**src/rtl/adsr_pkg.sv**
```systemverilog
package adsr_pkg;
    localparam int LVL_W   = 15;
    localparam int SHIFT_W = 5;
    localparam int STEP_W  = 18;
    localparam int WAIT_W  = 23;
    localparam int PIVOT   = 11;
    localparam logic [LVL_W-1:0] LVL_MAX  = '1;
    localparam logic [LVL_W-1:0] EXP_KNEE = 15'h6000;

    typedef enum logic [2:0] {
        PH_STOP = 3'd0,
        PH_ATK  = 3'd1,
        PH_DEC  = 3'd2,
        PH_SUS  = 3'd3,
        PH_REL  = 3'd4
    } phase_e;

    typedef struct packed {
        logic               expo;
        logic               falling;
        logic [SHIFT_W-1:0] shift;
        logic [1:0]         idx;
        logic               has_tgt;
        logic [LVL_W-1:0]   target;
    } rate_sel_t;

    // base step: rising 7..4, falling -8..-5
    function automatic logic signed [4:0] base_step(input logic [1:0] idx, input logic falling);
        if (falling) return $signed(5'(5'd24 + {3'b0, idx}));
        else         return $signed(5'(5'd7 - {3'b0, idx}));
    endfunction

    function automatic logic [LVL_W-1:0] sus_target(input logic [3:0] sl);
        logic [15:0] t;
        t = ({12'b0, sl} + 16'd1) << 11;
        return (t > 16'h7FFF) ? LVL_MAX : t[LVL_W-1:0];
    endfunction
endpackage

```
**src/rtl/adsr_rate.sv**
```systemverilog
module adsr_rate
    import adsr_pkg::*;
(
    input  logic [31:0]              cfg,
    input  phase_e                   phase,
    input  logic                     forced,
    input  logic [LVL_W-1:0]         level,
    output logic signed [STEP_W-1:0] step,
    output logic [WAIT_W-1:0]        wait_len,
    output logic                     falling,
    output logic                     has_tgt,
    output logic [LVL_W-1:0]         target
);
    rate_sel_t                       sel;
    logic signed [4:0]               base;
    logic [SHIFT_W-1:0]              nsh, wsh;
    logic signed [STEP_W-1:0]        lin;
    logic [WAIT_W-1:0]               wbase;
    logic signed [STEP_W+LVL_W:0]    prod, neg_mag;
    logic signed [STEP_W-1:0]        scaled;
    logic                            unused_bits;

    always_comb begin
        sel = '0;
        unique case (phase)
            PH_ATK: begin
                sel.expo = cfg[15]; sel.falling = 1'b0; sel.shift = cfg[14:10];
                sel.idx = cfg[9:8]; sel.has_tgt = 1'b1; sel.target = LVL_MAX;
            end
            PH_DEC: begin
                sel.expo = 1'b1; sel.falling = 1'b1; sel.shift = {1'b0, cfg[7:4]};
                sel.idx = 2'd0; sel.has_tgt = 1'b1; sel.target = sus_target(cfg[3:0]);
            end
            PH_SUS: begin
                sel.expo = cfg[31]; sel.falling = cfg[30]; sel.shift = cfg[28:24];
                sel.idx = cfg[23:22]; sel.has_tgt = 1'b0; sel.target = '0;
            end
            PH_REL: begin
                sel.expo = forced ? 1'b0 : cfg[21];
                sel.shift = forced ? '0 : cfg[20:16];
                sel.falling = 1'b1; sel.idx = 2'd0; sel.has_tgt = 1'b1; sel.target = '0;
            end
            default: sel = '0;
        endcase
    end

    always_comb begin
        base  = base_step(sel.idx, sel.falling);
        nsh   = (sel.shift < SHIFT_W'(PIVOT)) ? SHIFT_W'(PIVOT) - sel.shift : '0;
        wsh   = (sel.shift > SHIFT_W'(PIVOT)) ? sel.shift - SHIFT_W'(PIVOT) : '0;
        lin   = {{(STEP_W-5){base[4]}}, base} <<< nsh;
        wbase = WAIT_W'(1) << wsh;
        prod    = lin * $signed({1'b0, level});
        neg_mag = -prod;
        scaled  = -$signed(neg_mag[STEP_W+LVL_W-1:LVL_W]);
        step     = lin;
        wait_len = wbase;
        if (sel.expo && sel.falling) begin
            step = (scaled == '0) ? -STEP_W'(1) : scaled;
        end else if (sel.expo && level > EXP_KNEE) begin
            if (sel.shift < SHIFT_W'(10)) begin
                step = lin >>> 2;
            end else if (sel.shift >= SHIFT_W'(PIVOT)) begin
                wait_len = wbase << 2;
            end else begin
                step = lin >>> 2;
                wait_len = wbase << 2;
            end
        end
    end

    assign falling = sel.falling;
    assign has_tgt = sel.has_tgt;
    assign target  = sel.target;
    assign unused_bits = ^{cfg[29], neg_mag[STEP_W+LVL_W], neg_mag[LVL_W-1:0]};

    // an exponential fall never yields a zero or rising step
    always_comb begin
        if (sel.expo && sel.falling && phase != PH_STOP)
            p_exp_fall_moves_r6: assert (step < 0);
    end
endmodule

```
**src/rtl/adsr_wait.sv**
```systemverilog
module adsr_wait
    import adsr_pkg::*;
(
    input  logic              clk,
    input  logic              rst,
    input  logic              clr,
    input  logic              tick,
    input  logic              load,
    input  logic [WAIT_W-1:0] load_val,
    output logic              idle
);
    logic [WAIT_W-1:0] cnt;

    always_ff @(posedge clk) begin
        if (rst || clr)          cnt <= '0;
        else if (load)           cnt <= load_val;
        else if (tick && !idle)  cnt <= cnt - WAIT_W'(1);
    end

    assign idle = (cnt == '0);

    // a waiting tick moves the count down by exactly one
    p_count_down_r4: assert property (@(posedge clk) disable iff (rst)
        (tick && !clr && !idle) |=> (cnt == $past(cnt) - WAIT_W'(1)));
    // every loaded wait is at least one tick
    p_load_nonzero_r5: assert property (@(posedge clk) disable iff (rst)
        load |-> (load_val != '0));
endmodule

```
**src/rtl/adsr_env.sv**
```systemverilog
module adsr_env
    import adsr_pkg::*;
(
    input  logic        clk,
    input  logic        rst,
    input  logic [31:0] cfg,
    input  logic        key_on,
    input  logic        key_off,
    input  logic        force_rel,
    input  logic        tick,
    output logic [14:0] level_o,
    output logic [2:0]  phase_o,
    output logic        active_o
);
    phase_e                   phase;
    logic [LVL_W-1:0]         level;
    logic                     active, forced;
    logic                     evt, idle, fire;
    logic signed [STEP_W-1:0] step;
    logic [WAIT_W-1:0]        wait_len;
    logic                     falling, has_tgt;
    logic [LVL_W-1:0]         target;
    logic signed [STEP_W:0]   sum;
    logic [LVL_W-1:0]         nxt_lvl;
    logic                     reached;

    assign evt  = key_on || key_off || force_rel;
    assign fire = tick && !evt && idle && (phase != PH_STOP);

    adsr_rate u_rate (
        .cfg(cfg), .phase(phase), .forced(forced), .level(level),
        .step(step), .wait_len(wait_len), .falling(falling),
        .has_tgt(has_tgt), .target(target)
    );

    adsr_wait u_wait (
        .clk(clk), .rst(rst), .clr(evt), .tick(tick),
        .load(fire), .load_val(wait_len), .idle(idle)
    );

    always_comb begin
        sum = $signed({{(STEP_W+1-LVL_W){1'b0}}, level}) + $signed({step[STEP_W-1], step});
        if (sum < 0)                                          nxt_lvl = '0;
        else if (sum > $signed({{(STEP_W+1-LVL_W){1'b0}}, LVL_MAX})) nxt_lvl = LVL_MAX;
        else                                                  nxt_lvl = sum[LVL_W-1:0];
        reached = has_tgt && (falling ? (nxt_lvl <= target) : (nxt_lvl >= target));
    end

    always_ff @(posedge clk) begin
        if (rst) begin
            phase  <= PH_STOP;
            level  <= '0;
            active <= 1'b0;
            forced <= 1'b0;
        end else if (key_on) begin
            phase  <= PH_ATK;
            level  <= '0;
            active <= 1'b1;
            forced <= 1'b0;
        end else if (force_rel) begin
            phase  <= PH_REL;
            forced <= 1'b1;
        end else if (key_off) begin
            phase  <= PH_REL;
        end else if (fire) begin
            level <= nxt_lvl;
            if (reached) begin
                unique case (phase)
                    PH_ATK: phase <= PH_DEC;
                    PH_DEC: phase <= PH_SUS;
                    PH_REL: begin
                        phase  <= PH_STOP;
                        active <= 1'b0;
                    end
                    default: phase <= phase;
                endcase
            end
        end
    end

    assign level_o  = level;
    assign phase_o  = phase;
    assign active_o = active;

    // key-on restarts from silence in attack
    p_keyon_restart_r2: assert property (@(posedge clk) disable iff (rst)
        key_on |=> (level_o == '0 && phase_o == 3'd1 && active_o));
    // key-off alone enters release with the level held
    p_keyoff_release_r3: assert property (@(posedge clk) disable iff (rst)
        (key_off && !key_on) |=> (phase_o == 3'd4 && $stable(level_o)));
    // quiet cycles hold all state
    p_quiet_hold_r13: assert property (@(posedge clk) disable iff (rst)
        !(tick || evt) |=> ($stable(level_o) && $stable(phase_o) && $stable(active_o)));
    // stopped implies inactive
    p_stop_inactive_r12: assert property (@(posedge clk) disable iff (rst)
        (phase_o == 3'd0) |-> !active_o);
    // attack never lowers the level
    p_attack_rises_r9: assert property (@(posedge clk) disable iff (rst)
        (phase == PH_ATK && !evt) |=> (level_o >= $past(level_o)));
    // sustain is only left through an event
    p_sustain_holds_r9: assert property (@(posedge clk) disable iff (rst)
        (phase == PH_SUS && !evt) |=> (phase_o == 3'd3));
endmodule

```
**config.mk**
```make
export PLATFORM = sky130hd
export DESIGN_NAME = adsr_env
export DESIGN_NICKNAME = d
export VERILOG_FILES = /design/src/rtl/adsr_pkg.sv /design/src/rtl/adsr_rate.sv /design/src/rtl/adsr_wait.sv /design/src/rtl/adsr_env.sv
export SDC_FILE = /design/constraint.sdc
export NUM_CORES = 1
export LEC_CHECK = 0
export ABC_AREA = 1
export BUFFER_PORTS_ARGS = -buffer_cell sky130_fd_sc_hd__buf_4
export CAP_MARGIN = 20
export CORE_MARGIN = 2
export CORE_UTILIZATION = 30
export CTS_CLUSTER_DIAMETER = 80
export DETAILED_ROUTE_END_ITERATION = 6
export SYNTH_ARGS = -nofsm -noshare
export SYNTH_HDL_FRONTEND = slang
export SYNTH_SLANG_ARGS = --single-unit
```
**constraint.sdc**
```tcl
create_clock -name clk -period 31.3 [get_ports clk]
set_clock_uncertainty 0.2 [all_clocks]
set_input_delay 1.565 -clock clk [delete_from_list [all_inputs] [get_ports clk]]
set_output_delay 1.565 -clock clk [all_outputs]
set_load 0.01 [all_outputs]
```
==> results of run 1 <==
[worst max-delay path, delay by kind of cell]
family                   cells  cell delay (ns)
AND/OR/NAND/NOR             35             4.85
adder cells (fa/ha/maj)     10             4.41
AO/OA/AOI/OAI               21             3.61
buffers and inverters       13             1.59
XOR/XNOR                     1             0.22
[cells in the final DEF (no fill, tap or decap), types with 6 or more instances in the layout]
cell type,count
inv_1,436
nand2_1,408
nor2_1,279
fa_1,264
ha_1,140
a21oi_1,106
buf_4,84
nand3_1,83
o21ai_0,80
dfxtp_1,43
xor2_1,32
nand4_1,27
nor3_1,23
xnor2_1,19
o221ai_1,17
o211ai_1,15
a31oi_1,15
nand2_2,14
nor2_2,11
nand3_2,11
nor4_1,11
clkinv_1,8
inv_2,7
o21a_1,7
nor2_4,6
o21bai_1,6
[cells by family (layout without fill, tap and decap cells)]
kind of cell / after synthesis / after routing / share of synthesized area, %
adders and majority gates: 404 / 404 / 44.5
xor gates and xnor gates: 54 / 54 / 3.20
DFF: 43 / 43 / 5.44
buffers and inverters: 511 / 543 / 12.4
AOI/OAI and AO/OA: 281 / 281 / 10.5
and+or+nand+nor: 887 / 887 / 23.9
[per-stage QoR]
step / hold slack (ns) / std cells / power [mW] / area [sq um] / setup slack [ns]
finish: 0.272 / 2900 / 0.585 / 17200 / 14.98
global route: 0.283 / 2900 / 0.649 / 17200 / 13.63
detailed placement: 0.264 / 2892 / 0.524 / 17000 / 14.74
floorplan: 0.277 / 2180 / 0.408 / 15800 / 17.36
global placement: 0.255 / 2892 / 0.519 / 17000 / 14.90
CTS: 0.273 / 2900 / 0.581 / 17200 / 15.00
[power by group through the flow]
| stage | Combinational (mW) | Clock, mW | Sequential, mW |
|---|---|---|---|
| 2_1_floorplan | 0.350 | 0 | 0.0577 |
| 3_3_place_gp | 0.461 | 0 | 0.0581 |
| 3_5_place_dp | 0.466 | 0 | 0.0582 |
| 4_1_cts | 0.469 | 0.0550 | 0.0569 |
| 5_1_grt | 0.535 | 0.0570 | 0.0570 |
| 6_report | 0.475 | 0.0532 | 0.0569 |
[worst max-delay path by stage]
stage          slack [ns]                       to    start
2_1_floorplan       17.36  phase_o[1]$_SDFFE_PP0P_  cfg[19]
3_3_place_gp        14.90  phase_o[0]$_SDFFE_PP0P_  cfg[19]
3_5_place_dp        14.74  phase_o[1]$_SDFFE_PP0P_  cfg[19]
4_1_cts             15.00  phase_o[1]$_SDFFE_PP0P_  cfg[17]
5_1_grt             13.63  phase_o[0]$_SDFFE_PP0P_  cfg[17]
6_report            14.98  phase_o[1]$_SDFFE_PP0P_  cfg[19]
[routing by layer]
| metal | GRT usage, % | up-vias | routed length [microns] |
|---|---|---|---|
| met1 | 23.9 | 7051 | 20600 |
| met3 | 2.95 | 79 | 3340 |
| met4 | 5.18 | 0 | 1600 |
| met5 | 0 | - | 0 |
| met2 | 28.8 | 450 | 21600 |
| li1 | - | 6855 | - |
[area by class of cell]
| type | count | area, sq um |
|---|---|---|
| Clock buffer | 6 | 129 |
| Sequential cell | 43 | 861 |
| Multi-Input combinational cell | 1626 | 13000 |
| Inverter | 451 | 1690 |
| Fill cell | 5716 | 35200 |
| Clock inverter | 2 | 12.5 |
| Tap cell | 688 | 861 |
| Timing Repair Buffer | 84 | 631 |
[sequential cells by signal (all words and copies together), names as in the netlist]
signal,count
forced,1
level_o,15
u_wait.cnt,23
active_o,1
phase_o,3
==> flow_metrics.py, run 1 <==
metrics = {
    "grt": {
        "track_usage_pct": 17.7,
        "antenna_found_initial": 0,
        "grt_pass1_vias": 14500,
        "grt_pass1_wl_mm": 76.6,
        "overflow": 0,
        "grt_max_degree": 27,
    },
    "sta": {
        "finalSetupViolCount": 0,
        "max_freq_mhz": 61.3,
        "relSlewSlack_pct": 32.8,
        "worst_pin_slew_ns": 1.01,
        "finalMaxSlewViolations": 0,
        "setup_tns_ns": 0,
        "fin_crit_ns": 16.32,
        "rsz0062_at_grt": "no",
        "hold_viol": 0,
        "period_share_pct": 52.1,
    },
    "clocking": {
        "postCtsSetupRepairBufs": 0,
        "cts_buffer_depth": 2,
        "cts_tree": "done",
        "ctsResizeCount": 0,
        "clkTransAtPathRegs_ns": 0.06,
        "cts_htree_levels": 2,
        "clk_latency_ns": 0.29,
        "cts_root_buf": "clkbuf_16",
        "cts_num_sinks": 43,
        "cts_buffers": 5,
        "postCtsHoldBufs": 0,
    },
    "setup_path": {
        "reg2regPathDepth": 80,
        "r2r-start": "phase_o[0]$_SDFFE_PP0P_",
        "cpMostUsedCell": "nand2_1",
        "worstSetupPathType": "primary input to flop",
        "r2r_setup_slack_ns": 15.38,
        "crit_fanout": 15,
        "start_kind": "primary input",
        "crit_path_end_kind": "flop",
        "slowest_stage": "fa_1",
        "cp.required_ns": 31.30,
        "reg2reg_to": "phase_o[1]$_SDFFE_PP0P_",
        "arrival_ns": 16.32,
        "max_stage_delay_ns": 0.55,
    },
    "synth": {
        "synth_warnings": 0,
        "synth.net_count": 2622,
        "async_flop_share_pct": 0,
        "synth_edf_count": 0,
        "ys_seq_area_share_pct": 5.44,
        "synth_most_common_cell": "inv_1",
        "synth-seq-cells": 43,
        "yosysTopAreaCell": "fa_1",
        "syn-instance-count": 2180,
        "synth_flop_cell": "dfxtp_1",
        "ys_top_cells_by_area": "fa_1 (33%), ha_1 (11%), inv_1 (10%)",
        "synth.distinct_cells": 52,
        "postSynthAreaPerCell_sq_um": 7.26,
        "ys_top_cells_by_count": "inv_1 (436), nand2_1 (408), nor2_1 (279), fa_1 (264), ha_1 (140)",
        "yosys.area.top_type_share_pct": 33.4,
        "synthesis.area_sq_um": 15800,
    },
    "finish": {
        "area_growth_syn_to_layout_pct": 8.61,
        "final_nets": 2653,
        "num_antenna_cells": 0,
        "fin_util_pct": 32.8,
        "drive_above_1_share_pct": 7.19,
    },
    "die": {
        "die_area_sq_um": 54600,
        "start_util_pct": 30.2,
        "num_rows": 84,
        "die_h_microns": 234,
        "io_pins": 57,
        "die_w_microns": 234,
        "coreArea_sq_um": 52300,
    },
    "drt": {
        "wire_per_inst_microns": 16.2,
        "antenna_left": 0,
        "first_pass_iters": 5,
        "drc_errors": 0,
        "drt_iter0_markers": 1058,
        "wl_mm": 47.1,
        "vias": 14400,
        "post_drt_via_cell_ratio": 4.98,
    },
    "run_status": {
        "status": "finished, final reports clean",
    },
    "placement": {
        "port_buffers": 55,
        "routabilityCongestion": 0.904,
        "place_hpwl_mm": 39.8,
    },
    "power": {
        "p_leak_nw": 8.86,
        "pwr-share-seq_pct": 9.7,
        "switchingPower_mw": 0.355,
        "p_int_mw": 0.230,
        "powerDensity_nw_per_um2": 34.0,
        "combPwrFrac_pct": 81.2,
        "sw_frac_of_total_pct": 60.6,
        "ir_worst_vdd_mv": 0.0286,
        "clockPowerShare_pct": 9.1,
    },
    "worst_hold_path": {
        "whs_endpoint": "active_o$_SDFFE_PP0P_",
        "hold_depth": 2,
        "hp-class": "flop to flop",
        "holdCritStartpoint": "active_o$_SDFFE_PP0P_",
    },
    "job": {
        "maxCapViolCount": 0,
    },
}
(Power assumes the default switching activity.)
==> inputs of run 2 (changes only) <==
- clock period: 31.3 -> 15.75 ns (I/O delays scaled with it)
==> run 2 against run 1 <==
  * Non-clock buffer count rose by 29
  * Highest routed layer unchanged
  * Critical endpoint is now phase_o[0]$_SDFFE_PP0P_
  * Sequential share of layout area decreased by 0.056 points
  * Largest power group unchanged
  * Utilization grew 0.52 points
==> flow_metrics.py, run 2 (synthesis results as in run 1) <==
metrics = {
    "drt": {
        "first_pass_iters": 7,
        "wire_per_inst_microns": 16.1,
        "post_drt_via_cell_ratio": 4.92,
        "vias": 14400,
        "drt_iter0_markers": 1199,
        "drc_errors": 0,
        "wl_mm": 47.2,
        "antenna_left": 0,
    },
    "finish": {
        "area_growth_syn_to_layout_pct": 10.3,
        "stdcell_count": 2929,
        "num_antenna_cells": 0,
        "final_common_cell": "inv_1",
        "final_nets": 2682,
        "drive_above_1_share_pct": 8.88,
        "largest_reg_flops": 23,
        "final_cell_mix": "inv_1 (435), nand2_1 (407), nor2_1 (277)",
        "nFillCells": 5638,
        "top_register": "u_wait.cnt",
    },
    "setup_path": {
        "worstSetupPathType": "primary input to flop",
        "cp.required_ns": 15.73,
        "crit_path_end_kind": "flop",
        "max_stage_delay_ns": 0.59,
        "slowest_stage": "fa_1",
        "cpMostUsedCell": "nand2_1",
        "arrival_ns": 14.42,
        "start_kind": "primary input",
        "cp_num_buf_inv": 12,
        "path_delay_family": "adder cells",
        "crit_fanout": 13,
    },
    "worst_hold_path": {
        "hp-class": "flop to flop",
    },
    "power": {
        "ir_worst_vdd_mv": 0.0574,
        "powerDensity_nw_per_um2": 67.9,
        "finalPower_mw": 1.19,
        "p_leak_nw": 9.00,
    },
    "grt": {
        "track_usage_pct": 17.6,
        "overflow": 0,
        "grt_pass1_vias": 14600,
        "grt_pass1_wl_mm": 76.4,
        "grt_max_degree": 28,
        "antenna_found_initial": 0,
    },
    "sta": {
        "holdWs_ns": 0.260,
        "worst_pin_slew_ns": 0.973,
        "fin_crit_ns": 14.44,
        "rsz0062_at_grt": "no",
        "period_share_pct": 91.7,
        "max_freq_mhz": 69.3,
        "setup_tns_ns": 0,
        "finalSetupViolCount": 0,
        "finalMaxSlewViolations": 0,
        "relSlewSlack_pct": 34.7,
        "hold_viol": 0,
    },
    "die": {
        "start_util_pct": 30.2,
        "io_pins": 57,
        "die_w_microns": 234,
        "coreArea_sq_um": 52300,
        "die_h_microns": 234,
        "num_rows": 84,
        "die_area_sq_um": 54600,
    },
    "clocking": {
        "cts_buffers": 5,
        "cts_buffer_depth": 2,
        "cts_htree_levels": 2,
        "postCtsHoldBufs": 0,
        "clk_latency_ns": 0.30,
        "cts_root_buf": "clkbuf_16",
        "cts_tree": "done",
        "cts_num_sinks": 43,
        "clkTransAtPathRegs_ns": 0.06,
    },
    "placement": {
        "routabilityCongestion": 0.920,
        "dpl.cell_count": 2915,
        "port_buffers": 55,
        "place_hpwl_mm": 40.4,
    },
    "job": {
        "maxCapViolCount": 0,
    },
    "run_status": {
        "status": "finished, final reports clean",
    },
}
## run 2: cell count changes in the layout (fill, tap and decap cells not counted), moves of 2 or more
cell     before  now
nor2_1      279  277
buf_4        84  113
a21oi_1     106  104
ha_2          0    2
ha_1        140  138
nor2_4        6    9
a21oi_2       4    6
## run 2: routing by layer
layer	routed length, microns	up-vias	share of wire (%)	global-route usage [%]
li1	-	6910	-	-
met1	20700	6962	44	24.5
met2	21500	449	46	28.2
met3	3360	87	7.1	2.61
met4	1600	0	3.4	5.20
met5	0	-	0	0
## run 2: worst paths after layout
| kind | depth (start not counted) | to | start | slack, ns |
|---|---|---|---|---|
| setup / recovery | 79 | phase_o[0]$_SDFFE_PP0P_ | cfg[17] | 1.31 |
| hold / removal | 2 | active_o$_SDFFE_PP0P_ | active_o$_SDFFE_PP0P_ | 0.26 |
| setup reg to reg | 78 | phase_o[0]$_SDFFE_PP0P_ | phase_o[0]$_SDFFE_PP0P_ | 1.35 |
| hold reg to reg | 2 | active_o$_SDFFE_PP0P_ | active_o$_SDFFE_PP0P_ | 0.26 |
## run 2: worst reg2reg max path, delay by kind of cell, from the launching register on
kind                       cells  cell delay, ns
adders and majority gates      9            4.12
and+or+nand+nor               34            4.06
AOI/OAI and AO/OA             22            3.88
buffers and inverters         12            1.46
DFF                            1            0.33
xor gates and xnor gates       1            0.23
## run 2: power breakdown
part / total [mW] / switching [mW] / internal (mW)
Clock: 0.103 / 0.0442 / 0.0587
Combinational: 0.971 / 0.662 / 0.308
Sequential: 0.112 / 0.00182 / 0.110
## run 2: layout make-up
type,count,area [sq um],share of cell area [%]
Clock buffer,7,133,0.760
Clock inverter,1,5.00,0.0287
Inverter,451,1700,9.74
Multi-Input combinational cell,1626,13000,74.7
Sequential cell,43,865,4.95
Tap cell,688,861,4.93
Timing Repair Buffer,113,848,4.86
## run 2: metrics by stage
| stage | util [%] | setup slack, ns | instance area [sq um] |
|---|---|---|---|
| after CTS | 33.2 | 0.698 | 17400 |
| after global placement | 32.9 | 0.756 | 17200 |
| final | 33.4 | 1.31 | 17500 |
| after detailed placement | 32.9 | 0.597 | 17200 |
| after global routing | 33.4 | 0.00548 | 17500 |
| after floorplan | - | 2.59 | 15800 |
## run 2: timing repair
item,in CTS,in global routing
buffers inserted,0,6
setup endpoints to repair,0,4
gates resized for setup,0,17
